<file path="src/rtl/spi_pkg.sv">
package spi_pkg;
  localparam int unsigned BYTE_W = 8;

  localparam logic [1:0] ADDR_CTRL = 2'd0;
  localparam logic [1:0] ADDR_STAT = 2'd1;
  localparam logic [1:0] ADDR_DATA = 2'd2;

  typedef struct packed {
    logic       irq_en;
    logic       en;
    logic       lsb_first;
    logic       master;
    logic       spare;
    logic       dbl;
    logic [1:0] rate;
  } spi_ctrl_t;

  // System clocks per half serial-clock period.
  function automatic logic [7:0] half_period(input logic [1:0] rate, input logic dbl);
    logic [7:0] div;
    unique case (rate)
      2'd0:    div = 8'd4;
      2'd1:    div = 8'd16;
      2'd2:    div = 8'd64;
      default: div = 8'd128;
    endcase
    if (dbl) div = div >> 1;
    return div >> 1;
  endfunction
endpackage

</file>
<file path="src/rtl/spi_sync.sv">
module spi_sync #(
  parameter int W = 1,
  parameter int STAGES = 2,
  parameter logic [W-1:0] RST_VAL = '0
) (
  input  logic         clk,
  input  logic         rst_n,
  input  logic [W-1:0] d,
  output logic [W-1:0] q
);
  logic [W-1:0] st [STAGES];

  genvar g;
  generate
    for (g = 0; g < STAGES; g++) begin : g_stage
      always_ff @(posedge clk or negedge rst_n) begin
        if (!rst_n) st[g] <= RST_VAL;
        else if (g == 0) st[g] <= d;
        else st[g] <= st[(g == 0) ? 0 : g-1];
      end
    end
  endgenerate

  assign q = st[STAGES-1];
endmodule

</file>
<file path="src/rtl/spi_clkgen.sv">
module spi_clkgen #(
  parameter int CNT_W = 8
) (
  input  logic             clk,
  input  logic             rst_n,
  input  logic             run,
  input  logic [CNT_W-1:0] half,
  output logic             sck,
  output logic             rise_ev,
  output logic             fall_ev
);
  localparam logic [CNT_W-1:0] ONE = 1;
  logic [CNT_W-1:0] cnt;
  logic tick;

  assign tick    = run && (cnt == half - ONE);
  assign rise_ev = tick && !sck;
  assign fall_ev = tick && sck;

  always_ff @(posedge clk or negedge rst_n) begin
    if (!rst_n) begin
      cnt <= '0;
      sck <= 1'b0;
    end else if (!run) begin
      cnt <= '0;
      sck <= 1'b0;
    end else if (tick) begin
      cnt <= '0;
      sck <= ~sck;
    end else begin
      cnt <= cnt + ONE;
    end
  end
endmodule

</file>
<file path="src/rtl/spi_shifter.sv">
module spi_shifter #(
  parameter int W = 8
) (
  input  logic         clk,
  input  logic         rst_n,
  input  logic         load,
  input  logic [W-1:0] load_data,
  input  logic         lsb_first,
  input  logic         rise_ev,
  input  logic         fall_ev,
  input  logic         clear_cnt,
  input  logic         sin,
  output logic         sout,
  output logic [W-1:0] next_word,
  output logic         byte_done
);
  localparam int CW = $clog2(W);
  localparam logic [CW-1:0] ONE  = 1;
  localparam logic [CW-1:0] LAST = CW'(W-1);

  logic [W-1:0]  sr;
  logic          samp;
  logic [CW-1:0] bitcnt;

  assign sout      = lsb_first ? sr[0] : sr[W-1];
  assign next_word = lsb_first ? {samp, sr[W-1:1]} : {sr[W-2:0], samp};
  assign byte_done = fall_ev && (bitcnt == LAST);

  always_ff @(posedge clk or negedge rst_n) begin
    if (!rst_n) begin
      sr     <= '0;
      samp   <= 1'b0;
      bitcnt <= '0;
    end else if (load) begin
      sr     <= load_data;
      bitcnt <= '0;
    end else begin
      if (rise_ev) samp <= sin;
      if (fall_ev) begin
        sr     <= next_word;
        bitcnt <= byte_done ? '0 : bitcnt + ONE;
      end
      if (clear_cnt) bitcnt <= '0;
    end
  end
endmodule

</file>
<file path="src/rtl/spi_port.sv">
module spi_port
  import spi_pkg::*;
#(
  parameter int CNT_W = 8,
  parameter int SYNC_STAGES = 2
) (
  input  logic       clk,
  input  logic       rst_n,
  input  logic       reg_wr,
  input  logic       reg_rd,
  input  logic [1:0] reg_addr,
  input  logic [7:0] reg_wdata,
  output logic [7:0] reg_rdata,
  output logic       irq,
  output logic       sck_out,
  output logic       ss_n_out,
  output logic       mosi_out,
  input  logic       miso_in,
  input  logic       sck_in,
  input  logic       ss_n_in,
  input  logic       mosi_in,
  output logic       miso_out,
  output logic       miso_oe
);
  spi_ctrl_t         ctrl;
  logic              busy, done_f, coll_f, armed, sck_prev;
  logic [BYTE_W-1:0] rx_buf, next_word;
  logic              sck_s, ss_n_s, mosi_s;
  logic              m_sck, m_rise, m_fall;
  logic              rise_ev, fall_ev, sout, byte_done;

  // Named events used by the datapath and by the checker.
  logic is_master, is_slave, slave_sel, in_progress;
  logic data_wr, data_acc, stat_rd;
  logic coll_ev, xfer_start, load, flag_clr, clear_cnt;

  spi_sync #(.W(3), .STAGES(SYNC_STAGES), .RST_VAL(3'b010)) u_sync (
    .clk(clk), .rst_n(rst_n),
    .d({sck_in, ss_n_in, mosi_in}),
    .q({sck_s, ss_n_s, mosi_s})
  );

  assign is_master   = ctrl.en && ctrl.master;
  assign is_slave    = ctrl.en && !ctrl.master;
  assign slave_sel   = is_slave && !ss_n_s;
  assign in_progress = busy || slave_sel;

  assign data_wr    = reg_wr && (reg_addr == ADDR_DATA);
  assign data_acc   = (reg_wr || reg_rd) && (reg_addr == ADDR_DATA);
  assign stat_rd    = reg_rd && (reg_addr == ADDR_STAT);
  assign coll_ev    = data_wr && in_progress;
  assign load       = data_wr && !in_progress;
  assign xfer_start = load && is_master;
  assign flag_clr   = data_acc && armed;
  assign clear_cnt  = !busy && !slave_sel;

  spi_clkgen #(.CNT_W(CNT_W)) u_clkgen (
    .clk(clk), .rst_n(rst_n), .run(busy),
    .half(CNT_W'(half_period(ctrl.rate, ctrl.dbl))),
    .sck(m_sck), .rise_ev(m_rise), .fall_ev(m_fall)
  );

  assign rise_ev = is_master ? m_rise : (slave_sel && sck_s && !sck_prev);
  assign fall_ev = is_master ? m_fall : (slave_sel && !sck_s && sck_prev);

  spi_shifter #(.W(BYTE_W)) u_shift (
    .clk(clk), .rst_n(rst_n), .load(load), .load_data(reg_wdata),
    .lsb_first(ctrl.lsb_first), .rise_ev(rise_ev), .fall_ev(fall_ev),
    .clear_cnt(clear_cnt), .sin(is_master ? miso_in : mosi_s),
    .sout(sout), .next_word(next_word), .byte_done(byte_done)
  );

  always_ff @(posedge clk or negedge rst_n) begin
    if (!rst_n) begin
      ctrl     <= '0;
      busy     <= 1'b0;
      done_f   <= 1'b0;
      coll_f   <= 1'b0;
      armed    <= 1'b0;
      sck_prev <= 1'b0;
      rx_buf   <= '0;
    end else begin
      sck_prev <= sck_s;
      if (reg_wr && (reg_addr == ADDR_CTRL)) ctrl <= spi_ctrl_t'(reg_wdata);

      if (!is_master)     busy <= 1'b0;
      else if (xfer_start) busy <= 1'b1;
      else if (byte_done)  busy <= 1'b0;

      if (byte_done) rx_buf <= next_word;

      if (byte_done)     done_f <= 1'b1;
      else if (flag_clr) done_f <= 1'b0;

      if (coll_ev)       coll_f <= 1'b1;
      else if (flag_clr) coll_f <= 1'b0;

      if (stat_rd && (done_f || coll_f)) armed <= 1'b1;
      else if (data_acc)                 armed <= 1'b0;
    end
  end

  always_comb begin
    unique case (reg_addr)
      ADDR_CTRL: reg_rdata = ctrl;
      ADDR_STAT: reg_rdata = {done_f, coll_f, 6'b0};
      ADDR_DATA: reg_rdata = rx_buf;
      default:   reg_rdata = '0;
    endcase
  end

  assign irq      = ctrl.irq_en && done_f;
  assign sck_out  = is_master && m_sck;
  assign ss_n_out = !busy;
  assign mosi_out = is_master && sout;
  assign miso_out = sout;
  assign miso_oe  = slave_sel;
endmodule

</file>
<file path="config.mk">
export PLATFORM = sky130hd
export DESIGN_NAME = spi_port
export DESIGN_NICKNAME = d
export VERILOG_FILES = /design/src/rtl/spi_pkg.sv /design/src/rtl/spi_sync.sv /design/src/rtl/spi_clkgen.sv /design/src/rtl/spi_shifter.sv /design/src/rtl/spi_port.sv
export SDC_FILE = /design/constraint.sdc
export NUM_CORES = 1
export LEC_CHECK = 0
export BUFFER_PORTS_ARGS = -buffer_cell sky130_fd_sc_hd__buf_4
export CAP_MARGIN = 20
export CORE_UTILIZATION = 40
export CTS_CLUSTER_SIZE = 14
export DETAILED_ROUTE_END_ITERATION = 16
export GPL_ROUTABILITY_DRIVEN = 0
export PLACE_DENSITY = 0.65
export SYNTH_ARGS = -nofsm -noshare
export SYNTH_HDL_FRONTEND = slang
export SYNTH_SLANG_ARGS = --single-unit
</file>
<file path="constraint.sdc">
create_clock -name clk -period 8.3 [get_ports clk]
set_input_delay 1.245 -clock clk [delete_from_list [all_inputs] [get_ports clk]]
set_output_delay 1.245 -clock clk [all_outputs]
set_load 0.03 [all_outputs]
</file>
==> results.ini, run 1 <==
[clock_network]
cts_resized=0
postCtsHoldBufs=0
numCtsBuffers=5
clockBufferDepth=2
clk_pin_slew_ps=80
cts_tree=built
cts_num_sinks=48
worstSkewPairLatency_ps=300
htreeDepth=2
cts_setup_buffers=0
cts-root-buf=clkbuf_8

[synthesis]
yosys-mux-area-fraction_pct=12.5
synth_compound_area_share_pct=14.0
yosys.area.top_type=dfrtp_1
synth-simple-area-share_pct=17.1
ys_seq_area_share_pct=46.4
yosys.area_share.xor_xnor_pct=4.05
yosysUniqueCellTypes=46
synth-main-ff-cell=dfrtp_1
yosys-top-cells-count=dfrtp_1 (46), nor2_1 (18), o21ai_0 (18), nand2_1 (16)
async_flop_share_pct=100
synth_top_family_by_area=simple AND/OR/NAND/NOR gates
synth_seq_cells=48
syn-instance-count=247
synth_top_area_share_pct=44.4
ys_warn_count=0
netlist_area_mm2=0.00259
synth_edf_count=0
postSynthAreaPerCell_um2=10.5
synthTopCellsByArea=dfrtp_1 (44%), mux2_2 (4.8%), mux2_4 (4.6%), o21ai_0 (3.5%), mux2i_1 (3.1%)
yosysMostFrequentCell=dfrtp_1
syn-num-nets=269
synth_fa_ha_area_share_pct=1.93

[power]
vdd_drop_max_v=0.000127
leakage_nw=1.35
power_density_mw_per_mm2=198

[flow_run]
drv_cap=0

[setup_path]
r2r-end=rx_buf[1]$_DFFE_PN0P_
cp_num_buf_inv=0
ff2ff_setup_slack_ps=4850
path_cells=or3b_4 -> ha_1 -> and4bb_1 -> o21a_1 -> o211ai_1 -> or4_4 -> a21boi_4 -> mux2_4
cp-start-kind=flip-flop
path_class=reg2reg
cp.depth=8
worst-endpoint-arrival_ps=3640
worst_ep_required_time_ps=8490
crit_family=simple AND/OR/NAND/NOR gates
max_stage_delay_ps=710
critPathMaxFanout=20
r2r-start=ctrl[2]$_DFFE_PN0P_
critPathSlowestCell=or4_4
worst_setup_path_end_kind=flip-flop
reg2regPathDepth=8

[detailed_routing]
vias_per_cell=5.34
drtIter0Drc=123
vias=1870
antenna_left=0
drt-total-wl_um=5320
firstDrtPassIters=4
drc_errors=0
avgRoutedWirePerCell_um=15.2

[place]
place_ws_ps=4860
place.port_buffers=31
hpwl_um=3680
dp.cells=341

[timing]
tns_ps=0
finalClockSkew_ps=10.9
finalHoldViolCount=0
worst_slew_pin_slew_ps=832
drv_slew=0
layout_min_cycle_time_ps=3450
setup_viol=0
fmax_ghz=0.290
layout_setup_ws_ps=4850
slew_headroom_pct=44.4
rsz0062_at_grt=no
post-route-period-util_pct=41.6

[global_route]
grt_max_degree=49
grt_usage_pct=17.3
grt-ovfl-total=0
grt_first_pass_wirelength_um=8690
antenna_found_initial=0
grt_pass1_vias=1848

[cells_and_area]
multi_input_area_mm2=0.00129
syn2layout_area_growth_pct=14.9
layout-drive-gt1-share_pct=25.8
fillerInstances=578
diodes=0
seqCellArea_mm2=0.00120
nets=296
layout.cells.non_filler=350

[worst_hold_path]
min_to=u_sync.q[1]$_DFF_PN1_
worstHoldStart=u_sync.st[4]$_DFF_PN1_
hp-class=reg2reg
min_delay_path_depth=0

[floorplanning]
start_util_pct=42.6
fp.dieH_um=82.5
io_pins=32
fp.dieW_um=82.5
die_area_mm2=0.00681
std_cell_rows=28
core_mm2=0.00610

[outcome]
status=finished clean

==> state kept, by name, summed over array words and instances (netlist names) <==
signal / flops
ctrl: 8
u_clkgen.sck: 1
u_shift.sr: 8
rx_buf: 8
u_clkgen.cnt: 8
coll_f: 1
done_f: 1
u_shift.samp: 1
u_sync.q: 3
u_sync.st: 3
armed: 1
u_shift.bitcnt: 3
sck_prev: 1
busy: 1
==> where the power goes <==
group          switching [W]  internal [W]  total, W
clock network      0.0000763     0.0000761  0.000152
logic              0.0000785     0.0000687  0.000147
registers          0.0000297      0.000261  0.000291
==> logic make-up after synthesis <==
group                    count (synthesis)
buffers and inverters                   24
flip-flops                              48
multiplexers                            27
adder cells (fa/ha/maj)                  4
AO/OA/AOI/OAI                           53
XOR/XNOR                                12
AND/OR/NAND/NOR                         79
==> layout by cell type, fill, tap and decap left out, types with 4 or more instances in the layout <==
cell type  count
dfrtp_1       46
buf_4         32
nor2_1        18
o21ai_0       18
nand2_1       16
inv_1         11
mux2_2        11
a21o_1         9
a31oi_1        9
nand3_1        8
mux2i_1        8
a22o_1         8
mux2_4         8
xnor2_1        7
clkbuf_8       7
xor2_1         5
nor3_1         4
nand3b_1       4
nor2b_1        4
ha_1           4
==> area by class of cell <==
type                       instances  area share (%)
sequential                        48            40.4
multi-input combinational        175            43.3
clock buffer                       8            3.36
timing repair buffer              33            8.43
inverter                          11            1.38
tap                               75            3.15
==> layer usage <==
layer  up-vias  track usage (%)  wire [µm]
li1        930                -          -
met1       899             23.2       2590
met2        37             28.3       2490
met3         4             4.51        211
met4         0             3.28         32
met5         -                0          0
==> worst max-delay path by stage <==
stage                             start                     to  slack, ps
CTS                 ctrl[2]$_DFFE_PN0P_  rx_buf[1]$_DFFE_PN0P_       4850
finish              ctrl[2]$_DFFE_PN0P_  rx_buf[1]$_DFFE_PN0P_       4850
global placement    ctrl[1]$_DFFE_PN0P_  rx_buf[2]$_DFFE_PN0P_       4970
detailed placement  ctrl[2]$_DFFE_PN0P_  rx_buf[1]$_DFFE_PN0P_       4860
floorplan                   reg_addr[1]           reg_rdata[6]       4590
global route        ctrl[1]$_DFFE_PN0P_  rx_buf[1]$_DFFE_PN0P_       4690
==> worst reg2reg max path, stage by stage (launching register included) <==
cell and delay (ps):
dfrtp_1 530, or3b_4 440, ha_1 260, and4bb_1 330, o21a_1 130, o211ai_1 150, or4_4 710, a21boi_4 450
mux2_4 340
==> through the flow <==
| stage | utilization, % | instance area (µm²) | hold WS, ps | power (W) |
|---|---|---|---|---|
| floorplan | - | 2590 | 331 | 0.000397 |
| global placement | 47.1 | 2870 | 332 | 0.000439 |
| detailed placement | 47.1 | 2870 | 343 | 0.000443 |
| CTS | 48.7 | 2970 | 359 | 0.000597 |
| global route | 48.9 | 2980 | 367 | 0.000626 |
| finish | 48.9 | 2980 | 359 | 0.000591 |
Note: power is estimated with default switching activity, not from simulation.
==> run 2, diff against run 1 <==
==> constraint.sdc (replaced) <==
create_clock -name clk -period 3.2 [get_ports clk]
set_input_delay 0.48 -clock clk [delete_from_list [all_inputs] [get_ports clk]]
set_output_delay 0.48 -clock clk [all_outputs]
set_load 0.03 [all_outputs]
==> results.ini, run 2 (synthesized netlist as in run 1, its figures left out) <==
[setup_path]
path_cells=or3b_4 -> ha_1 -> and4bb_1 -> o21a_1 -> o211ai_1 -> or4_4 -> a21boi_4 -> buf_12 -> mux2_4
worst_setup_path_end_kind=flip-flop
r2r-end=rx_buf[5]$_DFFE_PN0P_
reg2regPathDepth=9  ; +1
ff2ff_setup_slack_ps=140  ; -4710 ps
worst-endpoint-arrival_ps=3250  ; -390 ps
cp-start-kind=flip-flop
crit_family=simple AND/OR/NAND/NOR gates
max_stage_delay_ps=590  ; -120 ps
r2r-start=ctrl[0]$_DFFE_PN0P_
path_class=reg2reg
worst_ep_required_time_ps=3390  ; -5100 ps
critPathSlowestCell=or4_4
cp_num_buf_inv=1  ; +1
critPathMaxFanout=10  ; -50%

[cells_and_area]
layout-drive-gt1-share_pct=27.8  ; +1.9 points
final_area_mm2=0.00303  ; +1.6%
syn2layout_area_growth_pct=16.8
diodes=0  ; unchanged
final_common_cell=dfrtp_1
nets=302  ; +2.0%
final_cell_mix=dfrtp_1 (45), buf_4 (38), nor2_1 (18), o21ai_0 (18), nand2_1 (16)

[timing]
post-route-period-util_pct=95.7  ; +54 points
finalHoldViolCount=0  ; unchanged
slew_headroom_pct=59.0  ; +15 points
worst_slew_pin_slew_ps=614  ; -217 ps
finalClockSkew_ps=9.34  ; -1.57 ps
tns_ps=0  ; unchanged
rsz0062_at_grt=no
holdWs_ps=182  ; -177 ps
layout_min_cycle_time_ps=3060  ; -391 ps
layout_setup_ws_ps=139  ; -4710 ps
setup_viol=0  ; unchanged
drv_slew=0  ; unchanged
fmax_ghz=0.327  ; +13%

[place]
place_ws_ps=142  ; -4720 ps
hpwl_um=3640  ; -1.1%
place.port_buffers=31  ; unchanged
dpl_cell_area_mm2=0.00294  ; +2.3%

[clock_network]
numCtsBuffers=5  ; unchanged
cts_tree=built
cts_resized=0  ; unchanged
clk_pin_slew_ps=90  ; about the same
worstSkewPairLatency_ps=300  ; about the same
cts-root-buf=clkbuf_8
clockBufferDepth=2  ; unchanged
cts_setup_buffers=0  ; unchanged
htreeDepth=2  ; unchanged
postCtsHoldBufs=0  ; unchanged
cts_num_sinks=48  ; unchanged

[global_route]
grt_pass1_vias=1889  ; +2.2%
antenna_found_initial=0  ; unchanged
grt_usage_pct=17.3  ; about the same
grt_max_degree=49  ; unchanged
grt_first_pass_wirelength_um=8830  ; +1.6%
grt-ovfl-total=0  ; unchanged

[outcome]
status=finished clean

[flow_run]
drv_cap=0  ; unchanged

[floorplanning]
std_cell_rows=28  ; unchanged
fp.dieW_um=82.5  ; unchanged
core_mm2=0.00610  ; unchanged
die_area_mm2=0.00681  ; unchanged
fp.dieH_um=82.5  ; unchanged
start_util_pct=42.6  ; unchanged
io_pins=32  ; unchanged

[detailed_routing]
drt-total-wl_um=5200  ; -2.3%
drtIter0Drc=93  ; -24%
vias_per_cell=5.25  ; -1.7%
avgRoutedWirePerCell_um=14.6  ; -4.0%
vias=1869  ; -0.053%
firstDrtPassIters=4  ; unchanged
antenna_left=0  ; unchanged
drc_errors=0  ; unchanged

[worst_hold_path]
hp-class=in2async

[power]
leakage_nw=1.37  ; +1.7%
vdd_drop_max_v=0.000279  ; +120%
power_density_mw_per_mm2=501  ; +150%

## run 2: metal layers
metal / GRT usage (%) / share of wire (%) / vias to the layer above
met5: 0 / 0 / -
met4: 5.34 / 1.3 / 0
met3: 4.07 / 3.6 / 7
met2: 26.4 / 44 / 32
met1: 24.3 / 51 / 891
li1: - / - / 939
## run 2: power by group
group	total [W]	internal, W	switching, W
Clock	0.000378	0.000176	0.000202
Combinational	0.000390	0.000186	0.000205
Sequential	0.000749	0.000678	0.0000710
Total	0.00152	0.00104	0.000478
## run 2: worst register-to-register path, cell delays in order (launching register included)
cell	delay, ps
dfrtp_1	480
or3b_4	430
ha_1	260
and4bb_1	300
o21a_1	130
o211ai_1	150
or4_4	590
a21boi_4	170
buf_12	160
mux2_4	300
## run 2: worst max path at each step
| stage | start | endpoint | slack (ps) | cells past startpoint |
|---|---|---|---|---|
| after detailed placement | ctrl[0]$_DFFE_PN0P_ | rx_buf[1]$_DFFE_PN0P_ | 140 | 9 |
| final | ctrl[0]$_DFFE_PN0P_ | rx_buf[5]$_DFFE_PN0P_ | 140 | 9 |
| after global routing | ctrl[0]$_DFFE_PN0P_ | rx_buf[7]$_DFFE_PN0P_ | 6 | 9 |
| after CTS | ctrl[2]$_DFFE_PN0P_ | rx_buf[7]$_DFFE_PN0P_ | 120 | 9 |
| after floorplan | ctrl[0]$_DFFE_PN0P_ | rx_buf[0]$_DFFE_PN0P_ | 180 | 9 |
| after global placement | ctrl[0]$_DFFE_PN0P_ | rx_buf[5]$_DFFE_PN0P_ | 180 | 9 |
## run 2: stage by stage
stage | cells | utilization (%) | total power [W]
floorplan | 247 | - | 0.00103
global placement | 348 | 48.2 | 0.00115
detailed placement | 348 | 48.2 | 0.00115
CTS | 356 | 49.7 | 0.00154
global route | 356 | 49.7 | 0.00161
finish | 356 | 49.7 | 0.00152
## run 2: final cells by class
| type | instances | area (µm²) |
|---|---|---|
| Timing Repair Buffer | 39 | 305 |
| Inverter | 11 | 41.3 |
| Clock buffer | 7 | 86.3 |
| Multi-Input combinational cell | 175 | 1290 |
| Fill cell | 582 | 3070 |
| Clock inverter | 1 | 7.51 |
| Tap cell | 75 | 93.8 |
| Sequential cell | 48 | 1200 |
